[src/rtl/plane_shifter.sv]
module plane_shifter #(
  parameter int WORD_W  = 16,
  parameter int COLOR_W = 9
) (
  input  logic               clk,
  input  logic               rst_n,
  input  logic               load,
  input  logic [WORD_W-1:0]  load_word,
  input  logic [1:0]         res,
  input  logic               pal_we,
  input  logic [3:0]         pal_addr,
  input  logic [COLOR_W-1:0] pal_data,
  output logic [3:0]         pix_index,
  output logic [COLOR_W-1:0] pix_rgb,
  output logic               pix_mono
);
  localparam int PLANES = 4;
  localparam int LW     = $clog2(WORD_W);
  localparam int PH_W   = LW + 2;

  logic [WORD_W-1:0]  stage [PLANES];
  logic [WORD_W-1:0]  sr    [PLANES];
  logic [COLOR_W-1:0] pal   [16];
  logic [2:0]         fill;
  logic [PH_W-1:0]    phase;
  logic               group_end, xfer;
  logic [3:0]         idx, idx_q;

  always_comb begin
    case (res)
      2'd0:    group_end = &phase[LW-1:0];
      2'd1:    group_end = &phase[LW:0];
      default: group_end = &phase;
    endcase
  end

  assign xfer = group_end && (fill == 3'(PLANES));

  always_ff @(posedge clk) begin
    if (!rst_n) phase <= '0;
    else        phase <= phase + 1'b1;
  end

  always_ff @(posedge clk) begin
    if (!rst_n) begin
      fill <= '0;
    end else if (xfer) begin
      fill <= {2'b00, load};
      if (load) stage[0] <= load_word;
    end else if (load && fill != 3'(PLANES)) begin
      stage[fill[1:0]] <= load_word;
      fill <= fill + 1'b1;
    end
  end

  always_ff @(posedge clk) begin
    if (!rst_n) begin
      for (int i = 0; i < PLANES; i++) sr[i] <= '0;
    end else if (xfer) begin
      for (int i = 0; i < PLANES; i++) sr[i] <= stage[i];
    end else begin
      case (res)
        2'd0: for (int i = 0; i < PLANES; i++) sr[i] <= sr[i] << 1;
        2'd1: begin
          sr[0] <= {sr[0][WORD_W-2:0], sr[2][WORD_W-1]};
          sr[1] <= {sr[1][WORD_W-2:0], sr[3][WORD_W-1]};
          sr[2] <= sr[2] << 1;
          sr[3] <= sr[3] << 1;
        end
        default: begin
          sr[0] <= {sr[0][WORD_W-2:0], sr[1][WORD_W-1]};
          sr[1] <= {sr[1][WORD_W-2:0], sr[2][WORD_W-1]};
          sr[2] <= {sr[2][WORD_W-2:0], sr[3][WORD_W-1]};
          sr[3] <= sr[3] << 1;
        end
      endcase
    end
  end

  always_comb begin
    case (res)
      2'd0:    idx = {sr[3][WORD_W-1], sr[2][WORD_W-1], sr[1][WORD_W-1], sr[0][WORD_W-1]};
      2'd1:    idx = {2'b00, sr[1][WORD_W-1], sr[0][WORD_W-1]};
      default: idx = {3'b000, sr[0][WORD_W-1]};
    endcase
  end

  always_ff @(posedge clk) begin
    if (pal_we) pal[pal_addr] <= pal_data;
  end

  always_ff @(posedge clk) begin
    if (!rst_n) begin
      idx_q     <= '0;
      pix_index <= '0;
      pix_rgb   <= '0;
      pix_mono  <= 1'b0;
    end else begin
      idx_q     <= idx;
      pix_index <= idx_q;
      pix_rgb   <= pal[idx_q];
      pix_mono  <= idx_q[0];
    end
  end
endmodule

[config.mk]
export PLATFORM = sky130hd
export DESIGN_NAME = plane_shifter
export DESIGN_NICKNAME = d
export VERILOG_FILES = /design/src/rtl/plane_shifter.sv
export SDC_FILE = /design/constraint.sdc
export NUM_CORES = 1
export LEC_CHECK = 0
export ABC_AREA = 1
export CAP_MARGIN = 20
export CORE_MARGIN = 3
export CORE_UTILIZATION = 46
export CTS_CLUSTER_DIAMETER = 40
export DETAILED_ROUTE_END_ITERATION = 6
export GPL_ROUTABILITY_DRIVEN = 0
export SETUP_SLACK_MARGIN = 0.2
export SKIP_LAST_GASP = 1
export SLEW_MARGIN = 25
export SYNTH_ARGS = -nofsm -noshare
export SYNTH_HDL_FRONTEND = slang
export SYNTH_SLANG_ARGS = --single-unit
[constraint.sdc]
create_clock -name clk -period 6.5 [get_ports clk]
set_input_delay 0.975 -clock clk [delete_from_list [all_inputs] [get_ports clk]]
set_output_delay 0.975 -clock clk [all_outputs]
set_load 0.02 [all_outputs]
==> results_dict.tcl <==
set metrics [dict create \
    crit_type "in -> reg" \
    io_buffer_count 48 \
    p_int_uw 3450 \
    power_frac_seq 0.496 \
    antenna_found_initial 0 \
    status "complete, but fails checks" \
    cts_tree "yes" \
    clk-insertion-delay-late_ps 510 \
    synth_cells 946 \
    io_pins 49 \
    arrival_ps 3530 \
    hp-class "reg -> reg" \
    maxSlewViolCount 0 \
    initial_utilization 0.471 \
    ys_seq_area_frac 0.752 \
    cts_hold_buf 0 \
    wl_um 23300 \
    timing.fmax_mhz 316 \
    rows 57 \
    grt_pass1_wl_um 36600 \
    grt_max_degree 81 \
    finalHoldViolations 0 \
    worstHoldStart "sr[0][15]" \
    grt_usage 0.176 \
    clk_pin_slew_ps 50 \
    switching_share 0.214 \
    rsz0062_at_grt "false" \
    die_x_um 164 \
    period_needed_ps 3160 \
    hold-worst-slack_ps 446 \
    wl_per_cell_um 16.5 \
    rrSetupSlack_ps 3640 \
    die-area_um2 27000 \
    grt_pass1_vias 6724 \
    drive_gt1_frac 0.0766 \
    viasPerCell 5.00 \
    yosysWarnings 0 \
    die_y_um 164 \
    reg2reg_from "phase[0]" \
    worstMarginPinSlew_ps 1020 \
    drt-pass1-iter-count 7 \
    htreeDepth 2 \
    synth_area_um2 11500 \
    tns_ps 0 \
    clockRootBuffer "clkbuf_16" \
    drc 2 \
    synth_area_per_cell_um2 12.2 \
    cts.sinks 298 \
    cts_buffers 39 \
    timing.slew.headroom 0.319 \
    final-setup-viol-count 0 \
    required_ps 6870 \
    crit_fanout 68 \
    clockPowerShare 0.462 \
    irDropWorstVdd_mv 0.215 \
    cp-start-kind "input port" \
    dpl.hpwl_um 13600 \
    ys_types 27 \
    violations "DRC" \
    powerDensity_nw_per_um2 320 \
    synthToLayoutAreaGrowth_pct 18.9 \
    coreArea_um2 24500 \
    power.switching_uw 937 \
    whs_endpoint "idx_q[0]" \
    nNetsFinal 1093 \
    hold_depth 2 \
    r2r_end "sr[3][6]" \
    grt-ovfl-total 0 \
    cts.path.max_buffers 3 \
    min_period_over_period 0.487 \
    end_kind "register" \
    comb_power_share 0.043 \
    ys_ff_latch 298 \
    cts_resized 0 \
    leakagePower_uw 0.00518 \
    diodes 0 \
    post-cts-setup-buffers 0 \
    fin_skew_ps 20.9 \
    maxCapViolations 0 \
    vias 7036 \
    reg2reg_depth 11 \
    antenna_left 0 \
    drt-initial-drc-count 667 \
]
==> worst max-delay path by stage <==
| stage | startpoint | end | slack [ps] | cells after the start |
|---|---|---|---|---|
| floorplan | rst_n | stage[1][0] | 3690 | 3 |
| global placement | res[0] | sr[3][5] | 2880 | 10 |
| detailed placement | res[1] | sr[0][9] | 2800 | 11 |
| CTS | res[1] | sr[3][6] | 3330 | 11 |
| global route | res[1] | sr[3][6] | 3050 | 11 |
| finish | res[1] | sr[3][6] | 3340 | 11 |
==> power groups by stage <==
stage	logic, uW	clock network [uW]	registers (uW)
finish	187	2020	2170
global route	211	2160	2180
CTS	188	2070	2170
detailed placement	187	0	2210
global placement	184	0	2210
floorplan	99.1	0	2210
==> sequential cells by signal, summed over array words and instances, names as in the netlist <==
name       cells
sr            64
pal          144
phase          6
stage         64
pix_index      4
pix_rgb        9
idx_q          4
fill           3
==> cell type report <==
cell class	count	area, um^2
Clock buffer	47	1040
Clock inverter	24	216
Fill cell	2082	10800
Inverter	27	101
Multi-Input combinational cell	630	2720
Sequential cell	298	8670
Tap cell	324	405
Timing Repair Buffer	58	551
==> synth_stat cells <==
library cell  instances  area share
a21oi_1              17      0.0074
buf_1                 7      0.0023
buf_2                18      0.0078
buf_4                 6      0.0039
buf_6                 6      0.0059
clkbuf_1             15      0.0049
clkinv_1              2     0.00065
conb_1                1     0.00033
dfxtp_1              28       0.049
edfxtp_1            270        0.70
ha_1                  4      0.0043
inv_1                24      0.0078
inv_2                 1     0.00033
nand2_1             197       0.064
nand2_2               1     0.00054
nand2_4               1     0.00098
nand3_1             121       0.053
nand4_1               1     0.00054
nor2_1              152       0.050
nor2_2                1     0.00054
nor2_4                1     0.00098
nor3_1                2     0.00087
nor3b_1               2      0.0013
o211ai_1              1     0.00065
o21ai_0              65       0.028
o2bb2ai_1             1     0.00076
xor2_1                1     0.00076
==> worst max-delay path, cell delays in order <==
cell	delay, ps
clkdlybuf4s50_1	490
inv_2	100
nand2_1	70
nand2_1	70
nand2_1	60
nand2_2	80
nand2_4	380
nor2_4	560
buf_4	490
nand2_1	100
nand2_1	80
==> layer usage <==
layer | vias to the layer above | track usage | share of wire | routed length (um)
met3 | 48 | 0.0340 | 0.050 | 1170
met5 | - | 0 | 0 | 0
met2 | 171 | 0.284 | 0.48 | 11100
met1 | 3364 | 0.241 | 0.45 | 10400
met4 | 0 | 0.0561 | 0.024 | 552
li1 | 3453 | - | - | -
==> cell families after synthesis <==
kind of cell | count (synthesis) | share of synthesized area
and+or+nand+nor | 479 | 0.172
DFF | 298 | 0.752
AOI/OAI and AO/OA | 84 | 0.0370
buffers and inverters | 79 | 0.0335
adders and majority gates | 4 | 0.00434
xor gates and xnor gates | 1 | 0.000760
other | 1 | 0.000325
==> per-stage QoR <==
step                      worst slack [ps]  instances  power [uW]  cell area, um^2  utilization
after floorplan                       3690       1007        2310            11800            -
after global placement                2880       1337        2390            12400        0.508
after detailed placement              2800       1337        2400            12400        0.509
after CTS                             3330       1408        4430            13700        0.560
after global routing                  3050       1408        4550            13700        0.560
final                                 3340       1408        4380            13700        0.560
==> layout by cell type, fill, tap and decap left out, types with 2 or more instances in the layout <==
cell             instances
edfxtp_1               270
nand2_1                197
nor2_1                 149
nand3_1                121
o21ai_0                 65
conb_1                  62
clkdlybuf4s50_1         47
clkbuf_16               39
dfxtp_1                 27
inv_1                   24
a21oi_1                 16
buf_4                   10
clkinv_1                 7
clkbuf_1                 5
nor2_2                   4
ha_1                     4
inv_6                    4
clkinv_2                 4
clkbuf_8                 3
inv_4                    3
clkinvlp_4               3
nor3b_1                  2
clkinv_8                 2
bufinv_16                2
Power figures use the tool's default switching activity.
